==> src/rtl/spi_rd_pkg.sv <==
// Package: shared opcodes, register field positions and the sequencer state
// type for the serial EEPROM word reader.
package spi_rd_pkg;
    localparam logic [7:0] OP_READ    = 8'h03;  // read data command
    localparam logic [7:0] OP_STATUS  = 8'h05;  // read status command

    // request register field positions
    localparam int REQ_START = 0;
    localparam int REQ_DONE  = 1;
    localparam int REQ_ALO   = 2;
    localparam int REQ_AHI   = 15;
    localparam int REQ_DLO   = 16;

    // pin register field positions
    localparam int PIN_SCK   = 0;
    localparam int PIN_CS    = 1;
    localparam int PIN_MOSI  = 2;
    localparam int PIN_REQ   = 6;

    typedef enum logic [2:0] {
        S_IDLE,
        S_GAP,
        S_POLL_CMD,
        S_POLL_STAT,
        S_RD_CMD,
        S_RD_ADDR,
        S_RD_LO,
        S_RD_HI
    } seq_state_e;
endpackage

==> src/rtl/spi_byte_shifter.sv <==
// Module: spi_byte_shifter
// Shifts one byte out MSB first and one byte in, in SPI mode 0.
// Assumes: CLK_DIV is even and >= 2; go is only honoured while idle; the
// caller owns chip select. The clock is low whenever the shifter is idle.
module spi_byte_shifter #(
    parameter int CLK_DIV = 4
) (
    input  logic       clk,
    input  logic       rst_n,
    input  logic       go,
    input  logic [7:0] tx_byte,
    input  logic       miso,
    output logic       done,
    output logic [7:0] rx_byte,
    output logic       sck,
    output logic       mosi
);
    localparam int HALF = CLK_DIV / 2;
    localparam int CW   = $clog2(HALF + 1);

    logic          busy;
    logic          hi_phase;
    logic [CW-1:0] cnt;
    logic [2:0]    bit_idx;
    logic [7:0]    sh;
    logic [7:0]    rx;

    // Bit timing: half period low (data set), half period high (data sampled).
    always_ff @(posedge clk) begin
        if (!rst_n) begin
            busy     <= 1'b0;
            hi_phase <= 1'b0;
            cnt      <= '0;
            bit_idx  <= '0;
            sh       <= '0;
            rx       <= '0;
            sck      <= 1'b0;
            done     <= 1'b0;
        end else begin
            done <= 1'b0;
            if (!busy) begin
                if (go) begin
                    busy     <= 1'b1;
                    hi_phase <= 1'b0;
                    cnt      <= '0;
                    bit_idx  <= '0;
                    sh       <= tx_byte;
                end
            end else if (cnt == CW'(HALF - 1)) begin
                cnt <= '0;
                if (!hi_phase) begin
                    sck      <= 1'b1;
                    rx       <= {rx[6:0], miso};
                    hi_phase <= 1'b1;
                end else begin
                    sck      <= 1'b0;
                    hi_phase <= 1'b0;
                    if (bit_idx == 3'd7) begin
                        busy <= 1'b0;
                        done <= 1'b1;
                    end else begin
                        bit_idx <= bit_idx + 3'd1;
                        sh      <= {sh[6:0], 1'b0};
                    end
                end
            end else begin
                cnt <= cnt + CW'(1);
            end
        end
    end

    assign mosi    = sh[7];
    assign rx_byte = rx;
endmodule

==> src/rtl/spi_read_seq.sv <==
// Module: spi_read_seq
// Runs one word fetch: select gap, status poll (repeated while busy), gap,
// read command, byte address, low byte, high byte.
// Assumes: launch is a one-cycle pulse accepted only in S_IDLE; WORD_AW <= 7
// so the byte address fits one address byte.
module spi_read_seq
    import spi_rd_pkg::*;
#(
    parameter int CLK_DIV = 4,
    parameter int WORD_AW = 6
) (
    input  logic               clk,
    input  logic               rst_n,
    input  logic               launch,
    input  logic [WORD_AW-1:0] word_addr,
    input  logic               sh_done,
    input  logic [7:0]         sh_rx,
    output logic               sh_go,
    output logic [7:0]         sh_tx,
    output logic               cs_act,
    output logic               idle,
    output logic               fin,
    output logic [15:0]        rd_word
);
    localparam int GW = (CLK_DIV > 1) ? $clog2(CLK_DIV) : 1;

    seq_state_e         state;
    logic [GW-1:0]      gap_cnt;
    logic               again;
    logic [7:0]         lo_byte;
    logic [WORD_AW-1:0] addr_q;
    logic [7:0]         byte_addr;

    // Byte address: word address doubled, zero-extended to one byte.
    always_comb begin
        byte_addr = '0;
        byte_addr[WORD_AW:0] = {addr_q, 1'b0};
    end

    // Transaction state machine; go and fin are single-cycle pulses.
    always_ff @(posedge clk) begin
        if (!rst_n) begin
            state   <= S_IDLE;
            gap_cnt <= '0;
            again   <= 1'b0;
            lo_byte <= '0;
            addr_q  <= '0;
            sh_go   <= 1'b0;
            sh_tx   <= '0;
            cs_act  <= 1'b0;
            fin     <= 1'b0;
            rd_word <= '0;
        end else begin
            sh_go <= 1'b0;
            fin   <= 1'b0;
            case (state)
                S_IDLE: begin
                    if (launch) begin
                        addr_q  <= word_addr;
                        again   <= 1'b1;
                        gap_cnt <= '0;
                        state   <= S_GAP;
                    end
                end
                S_GAP: begin
                    if (gap_cnt == GW'(CLK_DIV - 1)) begin
                        cs_act <= 1'b1;
                        sh_go  <= 1'b1;
                        sh_tx  <= again ? OP_STATUS : OP_READ;
                        state  <= again ? S_POLL_CMD : S_RD_CMD;
                    end else begin
                        gap_cnt <= gap_cnt + GW'(1);
                    end
                end
                S_POLL_CMD: begin
                    if (sh_done) begin
                        sh_go <= 1'b1;
                        sh_tx <= 8'h00;
                        state <= S_POLL_STAT;
                    end
                end
                S_POLL_STAT: begin
                    if (sh_done) begin
                        cs_act  <= 1'b0;
                        again   <= sh_rx[0];
                        gap_cnt <= '0;
                        state   <= S_GAP;
                    end
                end
                S_RD_CMD: begin
                    if (sh_done) begin
                        sh_go <= 1'b1;
                        sh_tx <= byte_addr;
                        state <= S_RD_ADDR;
                    end
                end
                S_RD_ADDR: begin
                    if (sh_done) begin
                        sh_go <= 1'b1;
                        sh_tx <= 8'h00;
                        state <= S_RD_LO;
                    end
                end
                S_RD_LO: begin
                    if (sh_done) begin
                        lo_byte <= sh_rx;
                        sh_go   <= 1'b1;
                        sh_tx   <= 8'h00;
                        state   <= S_RD_HI;
                    end
                end
                S_RD_HI: begin
                    if (sh_done) begin
                        rd_word <= {sh_rx, lo_byte};
                        cs_act  <= 1'b0;
                        fin     <= 1'b1;
                        state   <= S_IDLE;
                    end
                end
                default: state <= S_IDLE;
            endcase
        end
    end

    assign idle = (state == S_IDLE);
endmodule

==> src/rtl/spi_port_arbiter.sv <==
// Module: spi_port_arbiter
// Owns the grant flag and selects which source drives the SPI pins.
// Assumes: the engine is only launched while grant is low; a pending start
// outranks a new software request.
module spi_port_arbiter (
    input  logic clk,
    input  logic rst_n,
    input  logic sw_req,
    input  logic eng_idle,
    input  logic start_pend,
    input  logic sw_sck,
    input  logic sw_cs,
    input  logic sw_mosi,
    input  logic eng_sck,
    input  logic eng_cs,
    input  logic eng_mosi,
    output logic grant,
    output logic pin_sck,
    output logic pin_cs_n,
    output logic pin_mosi
);
    // Grant: held while requested; newly given only to an idle, unclaimed port.
    always_ff @(posedge clk) begin
        if (!rst_n) begin
            grant <= 1'b0;
        end else begin
            grant <= sw_req && (grant || (eng_idle && !start_pend));
        end
    end

    // Pin mux: software pins while granted, engine pins otherwise.
    always_comb begin
        if (grant) begin
            pin_sck  = sw_sck;
            pin_cs_n = ~sw_cs;
            pin_mosi = sw_mosi;
        end else begin
            pin_sck  = eng_sck;
            pin_cs_n = ~eng_cs;
            pin_mosi = eng_mosi;
        end
    end
endmodule

==> src/rtl/spi_word_reader.sv <==
// Module: spi_word_reader (top)
// Request and pin registers plus the engine, shifter and arbiter.
// Assumes: CLK_DIV even and >= 2; WORDS a power of two no larger than 128.
module spi_word_reader
    import spi_rd_pkg::*;
#(
    parameter int CLK_DIV = 4,
    parameter int WORDS   = 64
) (
    input  logic        clk,
    input  logic        rst_n,
    input  logic        req_wr,
    input  logic [31:0] req_wdata,
    output logic [31:0] req_rdata,
    input  logic        bb_wr,
    input  logic [31:0] bb_wdata,
    output logic [31:0] bb_rdata,
    input  logic        ee_present,
    output logic        spi_sck,
    output logic        spi_cs_n,
    output logic        spi_mosi,
    input  logic        spi_miso
);
    localparam int WORD_AW = $clog2(WORDS);
    localparam int AF_W    = REQ_AHI - REQ_ALO + 1;

    logic            start_q;
    logic            done_q;
    logic [AF_W-1:0] addr_q;
    logic [15:0]     data_q;
    logic            req_q;
    logic            sw_sck;
    logic            sw_cs;
    logic            sw_mosi;
    logic            grant;
    logic            launch;
    logic            seq_idle;
    logic            seq_fin;
    logic [15:0]     seq_word;
    logic            sh_go;
    logic [7:0]      sh_tx;
    logic            sh_done;
    logic [7:0]      sh_rx;
    logic            eng_sck;
    logic            eng_mosi;
    logic            eng_cs;
    logic            unused_wbits;

    assign unused_wbits = ^{req_wdata[31:16], req_wdata[REQ_DONE],
                            bb_wdata[31:7], bb_wdata[5:3]};

    assign launch = start_q && !grant && seq_idle;

    // Request register: capture result, self-clear start, accept idle writes.
    always_ff @(posedge clk) begin
        if (!rst_n) begin
            start_q <= 1'b0;
            done_q  <= 1'b0;
            addr_q  <= '0;
            data_q  <= '0;
        end else begin
            if (seq_fin) begin
                done_q <= 1'b1;
                data_q <= seq_word;
            end
            if (launch) begin
                start_q <= 1'b0;
            end
            if (req_wr && seq_idle) begin
                addr_q <= req_wdata[REQ_AHI:REQ_ALO];
                if (req_wdata[REQ_START]) begin
                    start_q <= 1'b1;
                    done_q  <= 1'b0;
                end
            end
        end
    end

    // Pin register: request always writable, pin bits only under grant.
    always_ff @(posedge clk) begin
        if (!rst_n) begin
            req_q   <= 1'b0;
            sw_sck  <= 1'b0;
            sw_cs   <= 1'b0;
            sw_mosi <= 1'b0;
        end else begin
            if (bb_wr) begin
                req_q <= bb_wdata[PIN_REQ];
            end
            if (!grant) begin
                sw_sck  <= 1'b0;
                sw_cs   <= 1'b0;
                sw_mosi <= 1'b0;
            end else if (bb_wr) begin
                sw_sck  <= bb_wdata[PIN_SCK];
                sw_cs   <= bb_wdata[PIN_CS];
                sw_mosi <= bb_wdata[PIN_MOSI];
            end
        end
    end

    assign req_rdata = {data_q, addr_q, done_q, start_q};
    assign bb_rdata  = {23'd0, ee_present, grant, req_q, 2'b00,
                        spi_miso, sw_mosi, sw_cs, sw_sck};

    spi_read_seq #(
        .CLK_DIV (CLK_DIV),
        .WORD_AW (WORD_AW)
    ) u_seq (
        .clk       (clk),
        .rst_n     (rst_n),
        .launch    (launch),
        .word_addr (addr_q[WORD_AW-1:0]),
        .sh_done   (sh_done),
        .sh_rx     (sh_rx),
        .sh_go     (sh_go),
        .sh_tx     (sh_tx),
        .cs_act    (eng_cs),
        .idle      (seq_idle),
        .fin       (seq_fin),
        .rd_word   (seq_word)
    );

    spi_byte_shifter #(
        .CLK_DIV (CLK_DIV)
    ) u_shift (
        .clk     (clk),
        .rst_n   (rst_n),
        .go      (sh_go),
        .tx_byte (sh_tx),
        .miso    (spi_miso),
        .done    (sh_done),
        .rx_byte (sh_rx),
        .sck     (eng_sck),
        .mosi    (eng_mosi)
    );

    spi_port_arbiter u_arb (
        .clk        (clk),
        .rst_n      (rst_n),
        .sw_req     (req_q),
        .eng_idle   (seq_idle),
        .start_pend (start_q),
        .sw_sck     (sw_sck),
        .sw_cs      (sw_cs),
        .sw_mosi    (sw_mosi),
        .eng_sck    (eng_sck),
        .eng_cs     (eng_cs),
        .eng_mosi   (eng_mosi),
        .grant      (grant),
        .pin_sck    (spi_sck),
        .pin_cs_n   (spi_cs_n),
        .pin_mosi   (spi_mosi)
    );
endmodule

==> config.mk <==
export PLATFORM = sky130hd
export DESIGN_NAME = spi_word_reader
export DESIGN_NICKNAME = d
export VERILOG_FILES = /design/src/rtl/spi_rd_pkg.sv /design/src/rtl/spi_byte_shifter.sv /design/src/rtl/spi_read_seq.sv /design/src/rtl/spi_port_arbiter.sv /design/src/rtl/spi_word_reader.sv
export SDC_FILE = /design/constraint.sdc
export NUM_CORES = 1
export LEC_CHECK = 0
export BUFFER_PORTS_ARGS = -buffer_cell sky130_fd_sc_hd__buf_2
export CORE_MARGIN = 8
export CORE_UTILIZATION = 25
export CTS_CLUSTER_SIZE = 8
export DETAILED_ROUTE_END_ITERATION = 8
export PLACE_DENSITY = 0.56
export SETUP_SLACK_MARGIN = 0.1
export SYNTH_ARGS = -nofsm -noshare
export SYNTH_HDL_FRONTEND = slang
export SYNTH_SLANG_ARGS = --single-unit
==> constraint.sdc <==
create_clock -name clk -period 2.3 [get_ports clk]
set_clock_uncertainty 0.1 [all_clocks]
set_input_delay 0.115 -clock clk [delete_from_list [all_inputs] [get_ports clk]]
set_output_delay 0.115 -clock clk [all_outputs]
set_load 0.005 [all_outputs]
# Word level (Yosys, flattened, before mapping)
# Index checks and enable logic that the tools add are counted.
dict set report word_totals {
  ff_bits 109
}
dict set report classes {
  add_sub_neg 3
  eq_ne 24
  n_mux 60
  bitwise 3
  n_reduce_logical 32
}
# op n
set op_table {}
lappend op_table {{two-way mux 8 bit} 8}
lappend op_table {{two-way mux 3 bit} 15}
lappend op_table {{two-way mux 1 bit} 25}
lappend op_table {{case mux 3 bit (8 select lines)} 1}
lappend op_table {{case mux 8 bit (3 select lines)} 1}
lappend op_table {{inequality test 2 x 1 -> 1 bit (second input constant)} 9}
lappend op_table {{AND reduction 4 bit} 4}
lappend op_table {{equality test 3 bit (second input constant)} 5}
lappend op_table {{AND reduction 2 bit} 7}
lappend op_table {{two-way mux 2 bit} 6}
lappend op_table {{inequality test 2 bit (second input constant)} 5}
lappend op_table {{AND reduction 3 bit} 3}
lappend op_table {{AND reduction 8 bit} 1}
lappend op_table {{equality test 3 x 2 -> 1 bit (second input constant)} 2}
lappend op_table {{case mux 1 bit (2 select lines)} 3}
lappend op_table {{case mux 2 bit (3 select lines)} 1}
lappend op_table {{nonzero test 2 bit} 3}
lappend op_table {{nonzero test 3 bit} 2}
lappend op_table {{logical AND 1 bit} 5}
lappend op_table {{adder 2 x 1 -> 2 bit (second input constant)} 2}
lappend op_table {{OR reduction 4 bit} 1}
lappend op_table {{adder 3 x 1 -> 3 bit (second input constant)} 1}
lappend op_table {{equality test 3 x 1 -> 1 bit (second input constant)} 1}
lappend op_table {{logical NOT 3 bit} 1}
lappend op_table {{other kinds (7)} 10}

# Logic depth before layout (Yosys ltp)
dict set report logic_depth {
  word_depth 6
  ltp_mapped 7
  ltp_nobuf 5
}

# Hierarchy
# Synthesis repeated with hierarchy kept, for this count alone.
dict set report unflattened {
  cells_unflattened 519
  area_unflattened_um2 4802.1
}
# module instances cells_each area_each_um2 seq_area_each_um2
set by_module_without_submodules {}
lappend by_module_without_submodules {spi_read_seq 1 232 1981.9 920.9}
lappend by_module_without_submodules {spi_word_reader 1 174 1707.9 720.7}
lappend by_module_without_submodules {spi_byte_shifter 1 107 1043.5 500.5}
lappend by_module_without_submodules {spi_port_arbiter 1 6 68.8 20.0}

# Worst setup path after synthesis
# Ideal clock, no wire load.
dict set report synth_path {
  path_kind {reg2reg}
  start {reg u_seq.gap_cnt[0]}
  end {reg u_seq.sh_tx[3]}
  arrival_ns 1.344
  t_required_ns 2.085
  setup_slack_ns 0.741
  path_stages_with_launch 7
  n_path_buf 1
  period_less_slack_ns 1.559
  cell_sequence {dfxtp_1 -> ha_1 -> and4bb_2 -> a311o_1 -> buf_6 -> nand3_1 -> o21ai_2}
}
dict set report synth_between {
  elab_chain_cells 3
}
# item line_no
set synth_lines {}
lappend synth_lines {{from (decl)} spi_read_seq.sv:28} ;# logic [GW-1:0] gap_cnt;
lappend synth_lines {{from (signal assigned)} spi_read_seq.sv:72} ;# gap_cnt <= gap_cnt + GW'(1);
lappend synth_lines {{equality test 2 bit} spi_read_seq.sv:66} ;# if (gap_cnt == GW'(CLK_DIV - 1)) begin
lappend synth_lines {{inequality test 2 x 1 -> 1 bit (no line)} -}
lappend synth_lines {{AND reduction 4 bit (no line)} -}
lappend synth_lines {{to (signal assigned)} spi_read_seq.sv:69} ;# sh_tx <= again ? OP_STATUS : OP_READ;
lappend synth_lines {{to (signal assigned)} spi_read_seq.sv:93} ;# sh_tx <= byte_addr;
lappend synth_lines {{to (decl)} spi_read_seq.sv:19} ;# output logic [7:0] sh_tx,
# Every way passes these cells.
# A chain may end at the register's enable or synchronous reset.

# Worst setup path in the final report
dict set report layout_path {
  start {reg u_seq.state[0]}
  end {reg u_seq.sh_tx[1]}
}
dict set report layout_between {
  elab_chain_cells 4
  word_cells_on_any_way 12
  classes_between {eq/ne: 8; mux: 1; reduce/logical: 3}
}
# item line_no
set layout_lines {}
lappend layout_lines {{from (decl)} spi_read_seq.sv:27} ;# seq_state_e state;
lappend layout_lines {{from (signal assigned)} spi_read_seq.sv:70} ;# state <= again ? S_POLL_CMD : S_RD_CMD;
lappend layout_lines {{equality test 3 x 2 -> 1 bit or equality test 3 bit (tied branches)} spi_read_seq.sv:56} ;# case (state)
lappend layout_lines {{OR reduction 3 bit (no line)} -}
lappend layout_lines {{inequality test 2 x 1 -> 1 bit (no line) or nonzero test 3 bit (tied branches)} -}
lappend layout_lines {{AND reduction 4 bit (no line)} -}
# Parallel ways exist; a longest one is shown, timed or not.

==> impl_metrics.prom <==
# TYPE chip_impl_metric gauge
chip_impl_metric{name="ys_seq_elements",unit=""} 108
chip_impl_metric{name="global_route.overflow_total",unit=""} 0
chip_impl_metric{name="netlist_area",unit="µm²"} 4610
chip_impl_metric{name="report.final.setup_viol",unit=""} 0
chip_impl_metric{name="syn-instance-count",unit=""} 519
chip_impl_metric{name="max_freq",unit="MHz"} 523
chip_impl_metric{name="ios",unit=""} 137
chip_impl_metric{name="route.detailed.vias_per_inst",unit=""} 4.23
chip_impl_metric{name="worst_ir_drop_vdd",unit="mV"} 0.410
chip_impl_metric{name="ys_async_sr_fraction",unit="%"} 0
chip_impl_metric{name="final_cells",unit=""} 822
chip_impl_info{name="crit_path_end_kind",value="flip-flop"} 1
chip_impl_metric{name="drc",unit=""} 0
chip_impl_metric{name="worst-path-max-fanout",unit=""} 14
chip_impl_metric{name="fp.coreArea",unit="µm²"} 18000
chip_impl_metric{name="postSynthAreaPerCell",unit="µm²"} 8.89
chip_impl_metric{name="finalWeightedCongestion",unit=""} 0.716
chip_impl_metric{name="postCtsSetupBuffers",unit=""} 0
chip_impl_metric{name="timing_worst_slew_pin_value",unit="ns"} 0.669
chip_impl_metric{name="core.rowCount",unit=""} 49
chip_impl_info{name="unrepaired_setup_endpoints_after_global_routing",value="false"} 1
chip_impl_metric{name="timing.hold.ws",unit="ns"} 0.00960
chip_impl_metric{name="route.antenna.remaining_nets",unit=""} 0
chip_impl_metric{name="grt_pass1_wl",unit="µm"} 17400
chip_impl_info{name="hold_end",value="sw_cs$_SDFFE_PN0P_"} 1
chip_impl_metric{name="synth-seq-area-share",unit="%"} 46.9
chip_impl_metric{name="dp.final_hpwl",unit="µm"} 7070
chip_impl_metric{name="preCtsSetupSlack",unit="ns"} 0.392
chip_impl_info{name="reg2reg_to",value="u_seq.sh_tx[1]$_SDFFE_PN0P_"} 1
chip_impl_metric{name="dp.cells",unit=""} 785
chip_impl_info{name="outcome",value="complete, no violations"} 1
chip_impl_metric{name="p_leak",unit="nW"} 2.18
chip_impl_metric{name="syn_to_final_growth",unit="%"} 20.0
chip_impl_metric{name="placed_area",unit="µm²"} 5010
chip_impl_metric{name="initial_utilization",unit="%"} 25.6
chip_impl_metric{name="reg2regPathDepth",unit=""} 4
chip_impl_metric{name="stdcell_area",unit="µm²"} 5540
chip_impl_info{name="timing.hold.worst.start",value="bb_wr"} 1
chip_impl_metric{name="ys_types",unit=""} 45
chip_impl_metric{name="number_of_vias_in_the_routed_layout",unit=""} 3481
chip_impl_metric{name="first_global_vias",unit=""} 3451
chip_impl_metric{name="power_per_cell_area",unit="nW/µm²"} 683
chip_impl_metric{name="worst-r2r-setup-slack",unit="ns"} 0.39
chip_impl_metric{name="finalCriticalPeriod",unit="ns"} 1.91
chip_impl_metric{name="antenna_cells_inserted",unit=""} 0
chip_impl_metric{name="ys_warn_count",unit=""} 0
chip_impl_metric{name="timing.max_slew.rel_slack",unit="%"} 54.8
chip_impl_info{name="timing.hold.worst.class",value="input pin to flip-flop"} 1
chip_impl_metric{name="min_delay_path_depth",unit=""} 3
chip_impl_metric{name="wire_per_inst",unit="µm"} 12.6
chip_impl_metric{name="place.port_buffers",unit=""} 64
chip_impl_metric{name="timing.final.max_slew_violations",unit=""} 0
chip_impl_metric{name="cap_violations",unit=""} 0
chip_impl_metric{name="finalWirelength",unit="µm"} 10400
chip_impl_metric{name="tritoncts.num_buffers",unit=""} 9
chip_impl_metric{name="hold_vio_cnt_final",unit=""} 0
chip_impl_metric{name="cts.reportedPaths.clkPinSlew",unit="ns"} 0.07
chip_impl_metric{name="synth_enable_flop_cells",unit=""} 0
chip_impl_metric{name="die_area",unit="µm²"} 23100
chip_impl_metric{name="antenna_violations_before_repair",unit=""} 0
chip_impl_metric{name="max-clock-path-buffers",unit=""} 2
chip_impl_info{name="cts.root.buffer_cell",value="clkbuf_16"} 1
chip_impl_metric{name="area_of_the_multi_input_gates",unit="µm²"} 2100
chip_impl_info{name="setup.worst_path.start_class",value="flip-flop"} 1
chip_impl_metric{name="min_period_over_period",unit="%"} 83.1
chip_impl_metric{name="finalSetupTns",unit="ns"} 0
chip_impl_metric{name="setup_slack_after_layout",unit="ns"} 0.389
chip_impl_metric{name="clkLatencyLatePin",unit="ns"} 0.35
chip_impl_metric{name="drt_pass1_iterations",unit=""} 4
chip_impl_metric{name="register_area",unit="µm²"} 2160
chip_impl_metric{name="layout.nets",unit=""} 661
chip_impl_metric{name="signal_arrival_time_at_the_worst_endpoint",unit="ns"} 2.02
chip_impl_metric{name="gr-usage-all-layers",unit="%"} 8.95
chip_impl_info{name="ys_dominant_reg_cell",value="dfxtp_1"} 1
chip_impl_metric{name="fillerInstances",unit=""} 1914
chip_impl_metric{name="die_height",unit="µm"} 152
chip_impl_info{name="worstReg2RegStart",value="u_seq.state[0]$_SDFFE_PN0P_"} 1
chip_impl_info{name="cts_tree",value="done"} 1
chip_impl_metric{name="grt_max_degree",unit=""} 48
chip_impl_metric{name="cp_data_required_time",unit="ns"} 2.41
chip_impl_metric{name="die_width",unit="µm"} 152
chip_impl_info{name="worstSetupPathType",value="flip-flop to flip-flop"} 1
chip_impl_metric{name="numClockSinks",unit=""} 108
chip_impl_metric{name="drive_above_1_share",unit="%"} 17.4
chip_impl_metric{name="first_iter_violations",unit=""} 158
chip_impl_metric{name="h-tree-depth",unit=""} 3
==> area by class of cell <==
| cell class | instances | area share [%] |
|---|---|---|
| clock buffers | 10 | 4.32 |
| clock inverters | 6 | 1.38 |
| inverters | 4 | 0.271 |
| multi-input cells | 365 | 38.0 |
| flip-flops and latches | 108 | 39.0 |
| well taps | 229 | 5.17 |
| repair buffers | 100 | 11.8 |
==> power by group <==
part	internal, W	leakage (nW)	switching [W]
Clock	0.000895	0.156	0.000744
Combinational	0.000110	1.16	0.000118
Sequential	0.00189	0.873	0.0000223
Total	0.00290	2.18	0.000885
==> synth_stat cells (4+ instances only) <==
cell	number	area, µm²
inv_1	4	15.0
a21boi_1	12	90.1
nand3_1	15	75.1
nand2_1	130	488
mux2i_1	30	300
o21ai_0	15	75.1
dfxtp_1	108	2160
nor2b_1	22	138
nor2_1	13	48.8
buf_2	9	45.0
clkbuf_1	15	56.3
and2_1	6	37.5
buf_4	38	285
a21oi_1	9	45.0
a21boi_0	43	323
o211a_1	6	60.1
==> metrics by stage <==
| stage | power, W | utilization (%) |
|---|---|---|
| floorplan | 0.00212 | - |
| global placement | 0.00216 | 27.8 |
| detailed placement | 0.00216 | 27.8 |
| CTS | 0.00384 | 30.7 |
| global route | 0.00393 | 30.7 |
| finish | 0.00378 | 30.7 |
==> worst max-delay path, cell delays in order (launching register included) <==
cell,delay [ns]
dfxtp_1,0.62
and3b_1,0.23
a311o_1,0.52
o21ai_0,0.24
a21oi_1,0.06
==> layer usage <==
layer | global-route usage, % | share of wire (%) | vias to the layer above
li1 | - | - | 1829
met4 | 3.96 | 1.7 | 0
met2 | 13.8 | 44 | 61
met1 | 11.3 | 50 | 1580
met3 | 2.71 | 4.1 | 11
met5 | 0 | 0 | -
==> cell usage in the layout (no fill, tap or decap), types with 3 or more instances in the layout <==
master	instances
dlygate4sd3_1	21
a21boi_0	43
nand2_1	130
conb_1	25
mux2i_1	30
o21ai_1	3
dfxtp_1	108
clkbuf_16	9
and2_1	6
nor2b_1	22
and3_1	3
nor2_1	13
o21ai_2	3
o21ai_0	15
buf_4	14
inv_1	4
o211a_1	6
ha_1	3
buf_2	64
a21boi_1	12
nand3_1	15
a21oi_1	9
==> how the worst max path moves through the flow <==
| stage | from | endpoint | cells past startpoint |
|---|---|---|---|
| final | u_seq.state[0]$_SDFFE_PN0P_ | u_seq.sh_tx[1]$_SDFFE_PN0P_ | 4 |
| after global routing | u_seq.state[0]$_SDFFE_PN0P_ | u_seq.sh_tx[1]$_SDFFE_PN0P_ | 4 |
| after CTS | u_seq.state[0]$_SDFFE_PN0P_ | u_seq.sh_tx[1]$_SDFFE_PN0P_ | 4 |
| after detailed placement | u_seq.state[0]$_SDFFE_PN0P_ | u_seq.sh_tx[1]$_SDFFE_PN0P_ | 4 |
| after global placement | u_seq.state[0]$_SDFFE_PN0P_ | u_seq.sh_tx[2]$_SDFFE_PN0P_ | 4 |
| after floorplan | u_seq.gap_cnt[0]$_SDFFE_PN0P_ | u_seq.sh_tx[3]$_SDFFE_PN0P_ | 6 |
==> cells by family after synthesis <==
kind of cell	Yosys count	synth area share, %
compound gates	101	15.4
fa+ha+maj	3	0.814
buf+inv	70	9.52
flops	108	46.9
mux	32	7.00
other cells	1	0.0813
simple gates	204	20.3
==> flip-flops by register name (all words and copies together) (netlist names), 2 cells and up <==
name / cells
u_seq.state: 3
u_shift.bit_idx: 3
u_seq.lo_byte: 8
u_shift.rx_byte: 8
u_seq.rd_word: 16
u_shift.sh: 8
u_seq.addr_q: 6
u_shift.cnt: 2
u_seq.gap_cnt: 2
u_seq.sh_tx: 7
data_q: 16
addr_q: 14
==> what timing repair did <==
| action | 4_1_cts | 5_1_grt |
|---|---|---|
| resized for setup | 0 | 0 |
| hold buffers | 21 | 0 |
| hold endpoints to repair | 21 | 0 |
No activity file was read; power rests on OpenSTA's default activity.
